===== config.mk =====
export PLATFORM = sky130hd
export DESIGN_NAME = wkt_wake_timer
export DESIGN_NICKNAME = d
export VERILOG_FILES = /design/src/rtl/wkt_pkg.sv /design/src/rtl/wkt_counter.sv /design/src/rtl/wkt_target_sel.sv /design/src/rtl/wkt_halt_ctl.sv /design/src/rtl/wkt_wake_timer.sv
export SDC_FILE = /design/constraint.sdc
export NUM_CORES = 1
export LEC_CHECK = 0
export BUFFER_PORTS_ARGS = -buffer_cell sky130_fd_sc_hd__clkbuf_2
export CORE_MARGIN = 5
export CORE_UTILIZATION = 60
export CTS_BUF_LIST = sky130_fd_sc_hd__clkbuf_16
export CTS_CLUSTER_DIAMETER = 60
export DETAILED_ROUTE_END_ITERATION = 16
export PLACE_DENSITY = 0.91
export SKIP_CTS_REPAIR_TIMING = 1
export SYNTH_ARGS = -nofsm -noshare
export SYNTH_HDL_FRONTEND = slang
export SYNTH_SLANG_ARGS = --single-unit

===== constraint.sdc =====
create_clock -name clk -period 35.4 [get_ports clk]
set_clock_uncertainty 0.2 [all_clocks]
set_input_delay 7.08 -clock clk [delete_from_list [all_inputs] [get_ports clk]]
set_output_delay 7.08 -clock clk [all_outputs]
set_load 0.005 [all_outputs]

===== src/rtl/wkt_pkg.sv =====
package wkt_pkg;
  typedef enum logic {
    WKT_RUN  = 1'b0,
    WKT_HALT = 1'b1
  } wkt_state_e;
endpackage


===== src/rtl/wkt_counter.sv =====
module wkt_counter #(
  parameter int CW = 32
) (
  input  logic          clk,
  input  logic          rst,
  output logic [CW-1:0] cnt
);
  localparam logic [CW-1:0] STEP = CW'(1);

  always_ff @(posedge clk) begin
    if (rst) cnt <= '0;
    else     cnt <= cnt + STEP;
  end
endmodule


===== src/rtl/wkt_target_sel.sv =====
module wkt_target_sel #(
  parameter int CW       = 32,
  parameter int NCOMP    = 3,
  parameter bit TIMER_EN = 1'b1
) (
  input  logic [CW-1:0]       cnt,
  input  logic [NCOMP*CW-1:0] cmp_flat,
  output logic [CW-1:0]       target
);
  localparam logic [CW-1:0] STEP = CW'(1);

  // forward distance from 'from' to 'to' on the modular counter ring
  function automatic logic [CW-1:0] ring_gap(input logic [CW-1:0] to_v,
                                             input logic [CW-1:0] from_v);
    return to_v - from_v;
  endfunction

  logic [CW-1:0] chain [0:NCOMP];
  assign chain[0] = cnt - STEP;

  for (genvar g = 0; g < NCOMP; g++) begin : g_scan
    logic [CW-1:0] cand;
    assign cand = cmp_flat[g*CW +: CW];
    assign chain[g+1] = (ring_gap(cand, cnt) < ring_gap(chain[g], cnt)) ? cand : chain[g];
  end

  if (TIMER_EN) begin : g_timer
    assign target = chain[NCOMP];
  end else begin : g_no_timer
    assign target = chain[0];
  end
endmodule


===== src/rtl/wkt_halt_ctl.sv =====
module wkt_halt_ctl #(
  parameter int CW       = 32,
  parameter int LVL_W    = 4,
  parameter bit TIMER_EN = 1'b1
) (
  input  logic             clk,
  input  logic             rst,
  input  logic             wait_req,
  input  logic [LVL_W-1:0] wait_level,
  input  logic [LVL_W-1:0] pend_level,
  input  logic [CW-1:0]    cnt,
  input  logic [CW-1:0]    target,
  output logic [LVL_W-1:0] level_q,
  output logic             halted,
  output logic [CW-1:0]    wake_q,
  output logic [CW-1:0]    stamp_q,
  output logic             req_take,
  output logic             halt_go,
  output logic             irq_wake,
  output logic             tmr_wake
);
  import wkt_pkg::*;

  wkt_state_e state;

  assign halted   = (state == WKT_HALT);
  assign req_take = wait_req && !halted;
  assign halt_go  = req_take && !(pend_level > wait_level);
  assign irq_wake = halted && (pend_level > level_q);
  assign tmr_wake = TIMER_EN && halted && (cnt == wake_q);

  always_ff @(posedge clk) begin
    if (rst) begin
      state   <= WKT_RUN;
      level_q <= '0;
      wake_q  <= '0;
      stamp_q <= '0;
    end else begin
      if (req_take) level_q <= wait_level;
      if (halt_go) begin
        state   <= WKT_HALT;
        wake_q  <= target;
        stamp_q <= cnt;
      end else if (irq_wake || tmr_wake) begin
        state <= WKT_RUN;
      end
    end
  end
endmodule


===== src/rtl/wkt_wake_timer.sv =====
module wkt_wake_timer #(
  parameter int CW       = 32,
  parameter int NCOMP    = 3,
  parameter int LVL_W    = 4,
  parameter bit TIMER_EN = 1'b1
) (
  input  logic                clk,
  input  logic                rst,
  input  logic                wait_req,
  input  logic [LVL_W-1:0]    wait_level,
  input  logic [LVL_W-1:0]    pend_level,
  input  logic [NCOMP*CW-1:0] cmp_vals,
  output logic [CW-1:0]       count,
  output logic [LVL_W-1:0]    int_level,
  output logic                halted,
  output logic [CW-1:0]       wake_count,
  output logic [CW-1:0]       halt_stamp
);
  logic [CW-1:0] target;
  logic          req_take, halt_go, irq_wake, tmr_wake;

  wkt_counter #(.CW(CW)) u_cnt (
    .clk(clk), .rst(rst), .cnt(count)
  );

  wkt_target_sel #(.CW(CW), .NCOMP(NCOMP), .TIMER_EN(TIMER_EN)) u_sel (
    .cnt(count), .cmp_flat(cmp_vals), .target(target)
  );

  wkt_halt_ctl #(.CW(CW), .LVL_W(LVL_W), .TIMER_EN(TIMER_EN)) u_ctl (
    .clk(clk), .rst(rst), .wait_req(wait_req), .wait_level(wait_level),
    .pend_level(pend_level), .cnt(count), .target(target),
    .level_q(int_level), .halted(halted), .wake_q(wake_count),
    .stamp_q(halt_stamp), .req_take(req_take), .halt_go(halt_go),
    .irq_wake(irq_wake), .tmr_wake(tmr_wake)
  );
endmodule


==> impl_metrics.csv, run 1 <==
group,metric,value,unit
power_and_ir_drop,total_power,2.05,mW
clock_network,ctsHtreeMaxLevel,3,
global_route,grt_max_degree,90,
routing,vias,18500,
routing,ant_nets,0,
min_path,worstHoldPathType,"flip-flop to flip-flop",
yosys,async_flop_share,0,
routing,routedWlPerCell,20.0,um
layout,drive_gt1_frac,0.112,
layout,finalInstanceArea,18900,um2
sta,slew_headroom,0.474,
global_route,grtUsageMet3,0.0323,
global_route,use_met1,0.398,
yosys,synth_top_area_cell,"ha_1",
yosys,synth_warnings,0,
global_route,track_usage,0.333,
yosys,synth_nets,2757,
power_and_ir_drop,p_per_area,108,nW/um2
critical_path,startpoint,"cmp_vals[0]",
global_route,antenna_found_initial,1,
critical_path,critPathTopFamily,"compound AO/OA/AOI/OAI gates",
global_route,first_global_vias,17700,
placement,place_congestion,1.00,
yosys,synth_adder_area_share,0.212,
layout,final_core_util,0.661,
yosys,synth_cells,2359,
layout,nets,2900,
clock_network,clkSinkCount,101,
yosys,yosys.area_share.xor_xnor,0.128,
layout,antenna_cells,0,
critical_path,end_kind,"flip-flop",
sta,fmax,0.0445,GHz
sta,period_needed,22.50,ns
routing,first_pass_iters,6,
sta,drv_slew,0,
critical_path,worst_path_largest_cell_delay,0.73,ns
min_path,hp-start,"u_ctl.stamp_q[11]",
floorplan,die_width,180,um
yosys,avgSynthCellArea,7.35,um2
yosys,synthFlopType,"dfxtp_1",
yosys,synth-simple-area-share,0.217,
sta,rsz0062_at_grt,"false",
power_and_ir_drop,irDropWorstVdd,0.156,mV
critical_path,critPathRequiredTime,35.47,ns
sta,setup_viol_count_final,0,
yosys,synth_area_leaders,"ha_1 21%, dfxtp_1 12%, xnor2_1 7.0%",
floorplan,die_area,32400,um2
clock_network,cts_buffers,9,
yosys,yosysMostFrequentCell,"ha_1",
critical_path,rr_startpoint,"u_cnt.cnt[1]",
critical_path,crit_path_start_kind,"input port",
flow_run,maxCapViolations,0,
clock_network,root_buffer,"clkbuf_16",
clock_network,clk_path_buf_depth,2,
sta,worst_slew_pin_slew,0.789,ns
placement,pre_cts_ws,13.04,ns
critical_path,ff2ff_path_depth,63,
placement,placed_area,18600,um2
critical_path,critPathBufInv,6,
yosys,netlist_top_cells_count,"286 x ha_1, 258 x nor2_1, 191 x a21oi_1, 191 x nand2_1, 158 x o21ai_0",
sta,post-route-period-util,0.635,
clock_network,clk_latency,0.38,ns
placement,portBuffers,207,
power_and_ir_drop,leakage,8.55,nW
layout,nFillCells,2567,
yosys,synth_compound_gate_area_share,0.274,
routing,drt_iter0_markers,1609,
critical_path,path_class,"input port to flip-flop",
floorplan,core,28600,um2
yosys,synth-edff-count,0,
yosys,yosysSeqAreaShare,0.117,
yosys,synth_mux_area_frac,0.00946,
floorplan,ioPinCount,208,
routing,routed_wl,57700,um
global_route,grt_busiest_layer,"met2",
yosys,ys_types,82,
critical_path,crit_fanout,89,
critical_path,crit_arrival,22.57,ns
yosys,synth_top_family_by_area,"compound AO/OA/AOI/OAI gates",
global_route,grt_pass1_wl,89100,um
sta,fin_ws,12.90,ns
floorplan,start_util,0.606,
clock_network,cts_tree,"yes",
yosys,syn_area,17300,um2
placement,dpl.hpwl,47400,um
sta,hold_violations,0,
layout,register_area,2020,um2
floorplan,fp.dieH,180,um
routing,vias_per_cell,6.40,
floorplan,rows,62,
sta,setup_tns,0,ns
global_route,grt-ovfl-total,0,
routing,drc,0,
yosys,ys_ff_latch,101,
clock_network,path_clk_slew,0.10,ns
global_route,grt_util_met2,0.582,
yosys,synth_top_area_frac,0.206,
critical_path,cpMaxStageDelayCell,"buf_4",
critical_path,path_depth,62,
layout,multi_input_area,14600,um2
run_status,status,"finished, final reports clean",
layout,syn_to_final_growth,9.11,%
min_path,hold_depth,2,
state kept, by name, summed over array words and instances, names as in the netlist:
register / flops
u_cnt.cnt: 32
u_ctl.stamp_q: 32
u_ctl.wake_q: 32
u_ctl.level_q: 4
u_ctl.halted: 1
where the power goes:
| group | total [mW] | internal [mW] | switching, mW |
|---|---|---|---|
| logic | 1.79 | 0.733 | 1.05 |
| clock network | 0.104 | 0.0491 | 0.0547 |
| registers | 0.157 | 0.129 | 0.0288 |
| total | 2.05 | 0.911 | 1.14 |
layer usage:
metal,vias up,share of wire
met3,223,0.066
met5,-,0
met1,8513,0.40
li1,8904,-
met4,0,0.064
met2,848,0.47
worst register-to-register path, delay by kind of cell (launching register included):
family | cells | cell delay, ns
simple gates | 15 | 3.03
mux | 1 | 0.38
buf+inv | 4 | 2.18
compound gates | 32 | 8.14
fa+ha+maj | 8 | 2.57
flops | 1 | 0.83
xor+xnor | 3 | 0.70
metrics by stage:
step	hold slack, ns	instances
after detailed placement	0.247	2875
after global placement	0.241	2875
final	0.254	2890
after CTS	0.257	2890
after floorplan	0.253	2359
after global routing	0.270	2890
path summary, 6_finish.rpt:
| path | end | slack [ns] |
|---|---|---|
| hold reg to reg | u_ctl.stamp_q[11] | 0.25 |
| setup / recovery | u_ctl.wake_q[3] | 12.90 |
| hold / removal | u_ctl.stamp_q[11] | 0.25 |
| setup reg to reg | u_ctl.wake_q[3] | 17.26 |
logic make-up (layout without fill, tap and decap cells):
group	Yosys count	in the layout
AO/OA/AOI/OAI	720	720
XOR/XNOR	254	254
adder cells (fa/ha/maj)	291	291
buffers and inverters	191	338
flip-flops	101	101
multiplexers	15	15
AND/OR/NAND/NOR	787	787
cell usage in the layout, fill, tap and decap left out, types with 24 or more instances in the layout:
| cell type | instances |
|---|---|
| o21a_1 | 38 |
| nand2b_1 | 29 |
| nand4_1 | 43 |
| nor2_1 | 258 |
| o21ai_0 | 158 |
| dfxtp_1 | 101 |
| or3_1 | 24 |
| nand2_1 | 190 |
| ha_1 | 286 |
| nand3_1 | 53 |
| o211ai_1 | 43 |
| clkbuf_2 | 207 |
| a21oi_1 | 191 |
| xor2_1 | 115 |
| a21o_1 | 93 |
| inv_1 | 104 |
| a221oi_1 | 33 |
| nor3_1 | 50 |
| nor2b_1 | 49 |
| xnor2_1 | 139 |
final cells by class:
type,count,area share
multi-input combinational,2067,0.773
timing repair buffer,219,0.0595
sequential,101,0.107
inverter,104,0.0206
clock inverter,6,0.00304
clock buffer,9,0.0119
tap,384,0.0254
Power figures use the tool's default switching activity.
==> run 2: changes to the inputs <==
clock period = 23.3 ns   (was 35.4 ns; I/O delays follow)
==> impl_metrics.csv, run 2 (synthesis results as in run 1) <==
group,metric,value,unit
clock_network,cts_tree,"yes",
layout,antenna_cells,0,
power_and_ir_drop,p_per_area,164,nW/um2
critical_path,crit_fanout,95,
power_and_ir_drop,p_switching,1.72,mW
global_route,grt_pass1_wl,90200,um
clock_network,clk_latency,0.38,ns
power_and_ir_drop,irDropWorstVdd,0.169,mV
critical_path,cp_common_cell,"a21oi_1",
clock_network,path_clk_slew,0.07,ns
floorplan,core,28600,um2
clock_network,root_buffer,"clkbuf_16",
routing,routedWlPerCell,20.0,um
sta,drv_slew,0,
layout,final_common_cell,"ha_1",
clock_network,ctsHtreeMaxLevel,3,
layout,nets,2900,
routing,first_pass_iters,12,
floorplan,rows,62,
routing,ant_nets,0,
floorplan,die_area,32400,um2
flow_run,maxCapViolations,0,
routing,routed_wl,57700,um
global_route,track_usage,0.337,
layout,drive_gt1_frac,0.112,
routing,vias,18500,
placement,dpl.hpwl,47300,um
sta,setup_tns,0,ns
power_and_ir_drop,comb_power_share,0.872,
sta,setup_viol_count_final,0,
sta,period_needed,20.09,ns
clock_network,clk_path_buf_depth,2,
critical_path,path_class,"input port to flip-flop",
global_route,first_global_vias,17800,
placement,place_congestion,0.983,
critical_path,crit_path_start_kind,"input port",
clock_network,clkSinkCount,101,
layout,final_cell_mix,"286 x ha_1, 258 x nor2_1, 207 x clkbuf_2, 191 x a21oi_1, 190 x nand2_1",
run_status,status,"finished with violations",
sta,rsz0062_at_grt,"false",
sta,hold_violations,0,
layout,nFillCells,2510,
power_and_ir_drop,pwr-share-clk,0.051,
power_and_ir_drop,total_power,3.10,mW
power_and_ir_drop,leakage,8.54,nW
global_route,antenna_found_initial,0,
routing,drt_iter0_markers,1732,
power_and_ir_drop,pwr-share-seq,0.077,
routing,vias_per_cell,6.40,
min_path,worstHoldPathType,"flip-flop to flip-flop",
power_and_ir_drop,p_int,1.38,mW
layout,largest_registers,"u_cnt.cnt: 32 flops, u_ctl.stamp_q: 32 flops, u_ctl.wake_q: 32 flops",
critical_path,cpMaxStageDelayCell,"buf_4",
critical_path,critPathRequiredTime,23.35,ns
sta,slew_headroom,0.396,
floorplan,ioPinCount,208,
sta,worst_slew_pin_slew,0.906,ns
run_status,violations,"DRC",
critical_path,crit_arrival,20.14,ns
placement,portBuffers,207,
floorplan,start_util,0.606,
floorplan,die_width,180,um
global_route,grt_max_degree,96,
power_and_ir_drop,switching_share,0.554,
sta,post-route-period-util,0.862,
routing,drc,1,
floorplan,fp.dieH,180,um
sta,whs,0.257,ns
critical_path,end_kind,"flip-flop",
sta,fmax,0.0498,GHz
critical_path,worst_path_largest_cell_delay,0.73,ns
clock_network,cts_buffers,9,
layout,final_core_util,0.661,
global_route,grt-ovfl-total,0,
layout,syn_to_final_growth,9.10,%
## run 2: critical path, delay by kind of cell
kind	cells	cell delay, ns
AO/OA/AOI/OAI	33	8.55
multiplexers	1	0.41
adder cells (fa/ha/maj)	8	2.26
buffers and inverters	6	1.96
AND/OR/NAND/NOR	11	1.83
XOR/XNOR	3	0.33
## run 2: cell type report
type                       count  area, um2  area share
inverter                     104        390      0.0206
timing repair buffer         219       1130      0.0595
clock buffer                   9        225      0.0119
sequential                   101       2020       0.107
multi-input combinational   2067      14600       0.773
clock inverter                 6       56.3     0.00298
tap                          384        480      0.0254
## run 2: per-stage QoR
step / setup WS [ns] / cell area, um2 / cells
after floorplan: 5.45 / 17300 / 2359
after CTS: 3.72 / 18900 / 2890
after global routing: 2.20 / 18900 / 2890
after detailed placement: 3.40 / 18600 / 2875
final: 3.21 / 18900 / 2890
after global placement: 3.93 / 18600 / 2875
## run 2: layer usage
layer  vias up  GRT usage  wire, um
li1       8918          -         -
met1      8527      0.398     22500
met2       836      0.583     27100
met3       221     0.0501      4210
met4         0      0.189      3770
met5         -          0         0
## run 2: path summary, 6_finish.rpt
kind                     start           endpoint  slack (ns)  cells past startpoint
max                cmp_vals[0]    u_ctl.wake_q[4]        3.21                     62
min          u_ctl.stamp_q[19]  u_ctl.stamp_q[19]        0.26                      2
max reg2reg       u_cnt.cnt[1]    u_ctl.wake_q[4]        5.27                     63
min reg2reg  u_ctl.stamp_q[19]  u_ctl.stamp_q[19]        0.26                      2
## run 2: power by group through the flow
stage | sequential [mW] | clock, mW | combinational, mW
floorplan | 0.219 | 0 | 2.05
global placement | 0.243 | 0 | 2.55
detailed placement | 0.243 | 0 | 2.62
CTS | 0.239 | 0.158 | 2.65
global route | 0.240 | 0.165 | 3.02
finish | 0.240 | 0.158 | 2.70
==> run 3: changes to the inputs <==
PLACE_DENSITY = 0.92   (was 0.91)
==> impl_metrics.csv, run 3 (synthesis results as in run 1) <==
group,metric,value,unit
run_status,status,"finished, final reports clean",
placement,portBuffers,207,
floorplan,die_width,180,um
power_and_ir_drop,irDropWorstVdd,0.213,mV
layout,drive_gt1_frac,0.111,
critical_path,startpoint,"cmp_vals[0]",
floorplan,start_util,0.606,
routing,drt_iter0_markers,1692,
critical_path,end_kind,"flip-flop",
sta,setup_viol_count_final,0,
global_route,grt_pass1_wl,90900,um
min_path,hp-start,"u_ctl.stamp_q[26]",
critical_path,rr_startpoint,"u_cnt.cnt[1]",
critical_path,critPathBufInv,6,
layout,syn_to_final_growth,8.98,%
routing,ant_nets,0,
critical_path,critPathTopFamily,"compound AO/OA/AOI/OAI gates",
layout,final_common_cell,"ha_1",
sta,period_needed,19.65,ns
sta,rsz0062_at_grt,"false",
layout,nets,2897,
floorplan,die_area,32400,um2
sta,fmax,0.0509,GHz
routing,vias,18700,
routing,first_pass_iters,5,
global_route,antenna_found_initial,0,
floorplan,fp.dieH,180,um
sta,slew_headroom,0.238,
floorplan,ioPinCount,208,
routing,vias_per_cell,6.47,
routing,drc,0,
floorplan,core,28600,um2
critical_path,cp_common_cell,"a21oi_1",
clock_network,clk_path_buf_depth,2,
min_path,worstHoldPathType,"flip-flop to flip-flop",
clock_network,ctsHtreeMaxLevel,3,
sta,worst_slew_pin_slew,1.14,ns
critical_path,critPathRequiredTime,23.36,ns
critical_path,worst_path_largest_cell_delay,0.72,ns
clock_network,cts_buffers,9,
global_route,grt_max_degree,86,
layout,nFillCells,2522,
sta,fin_ws,3.65,ns
global_route,first_global_vias,17800,
placement,place_congestion,0.989,
power_and_ir_drop,total_power,3.13,mW
clock_network,path_clk_slew,0.10,ns
power_and_ir_drop,p_per_area,166,nW/um2
sta,post-route-period-util,0.843,
sta,setup_tns,0,ns
placement,dpl.hpwl,47100,um
routing,routed_wl,57900,um
sta,hold_violations,0,
critical_path,path_class,"input port to flip-flop",
layout,antenna_cells,0,
flow_run,maxCapViolations,0,
critical_path,crit_path_start_kind,"input port",
layout,final_cell_mix,"286 x ha_1, 258 x nor2_1, 207 x clkbuf_2, 191 x a21oi_1, 190 x nand2_1",
layout,largest_registers,"u_cnt.cnt: 32 flops, u_ctl.stamp_q: 32 flops, u_ctl.wake_q: 32 flops",
clock_network,clk_latency,0.38,ns
critical_path,crit_fanout,85,
global_route,grt-ovfl-total,0,
clock_network,root_buffer,"clkbuf_16",
placement,pre_cts_ws,3.73,ns
clock_network,clkSinkCount,101,
sta,drv_slew,0,
critical_path,cpMaxStageDelayCell,"buf_4",
global_route,track_usage,0.338,
critical_path,crit_arrival,19.72,ns
floorplan,rows,62,
clock_network,cts_tree,"yes",
routing,routedWlPerCell,20.1,um
power_and_ir_drop,leakage,8.53,nW
==> run 3: cell count changes in the layout (fill, tap and decap cells not counted) <==
| cell | previous run | this run |
|---|---|---|
| buf_4 | 12 | 9 |
| inv_6 | 1 | 0 |
| clkinv_4 | 2 | 4 |
| clkinvlp_4 | 1 | 0 |
==> run 3: tightest hold or removal path: cells and delay by family, from the launching register on <==
family,cells,cell delay [ns]
AND/OR/NAND/NOR,1,0.05
flip-flops,1,0.31
AO/OA/AOI/OAI,1,0.05
==> run 3: where the power goes <==
part	total, mW	internal [mW]	switching [mW]
Sequential	0.241	0.196	0.0453
Combinational	2.73	1.12	1.61
Clock	0.160	0.0747	0.0853
Total	3.13	1.39	1.74
==> run 3: worst paths after layout <==
path / endpoint / slack, ns / cells past startpoint
hold / removal: u_ctl.stamp_q[26] / 0.25 / 2
hold reg to reg: u_ctl.stamp_q[26] / 0.25 / 2
setup reg to reg: u_ctl.wake_q[5] / 5.52 / 64
setup / recovery: u_ctl.wake_q[5] / 3.65 / 63
==> run 3: area by class of cell <==
class / count / area, um2 / share of cell area
Multi-Input combinational cell: 2067 / 14600 / 0.773
Sequential cell: 101 / 2020 / 0.107
Timing Repair Buffer: 216 / 1100 / 0.0584
Tap cell: 384 / 480 / 0.0254
Inverter: 104 / 390 / 0.0207
Clock buffer: 9 / 225 / 0.0119
Clock inverter: 6 / 57.6 / 0.00305
==> run 3: routing by layer <==
layer / share of wire / wire length, um / global-route usage / vias up
li1: - / - / - / 8910
met1: 0.39 / 22700 / 0.408 / 8659
met5: 0 / 0 / 0 / -
met3: 0.071 / 4140 / 0.0410 / 231
met4: 0.066 / 3820 / 0.202 / 0
met2: 0.47 / 27200 / 0.577 / 872
==> run 3: through the flow <==
stage / utilization / instance area [um2] / std cells / hold slack, ns
6_report: 0.660 / 18900 / 2887 / 0.254
5_1_grt: 0.660 / 18900 / 2887 / 0.281
3_3_place_gp: 0.650 / 18600 / 2872 / 0.241
4_1_cts: 0.660 / 18900 / 2887 / 0.260
3_5_place_dp: 0.650 / 18600 / 2872 / 0.248
2_1_floorplan: - / 17300 / 2359 / 0.253
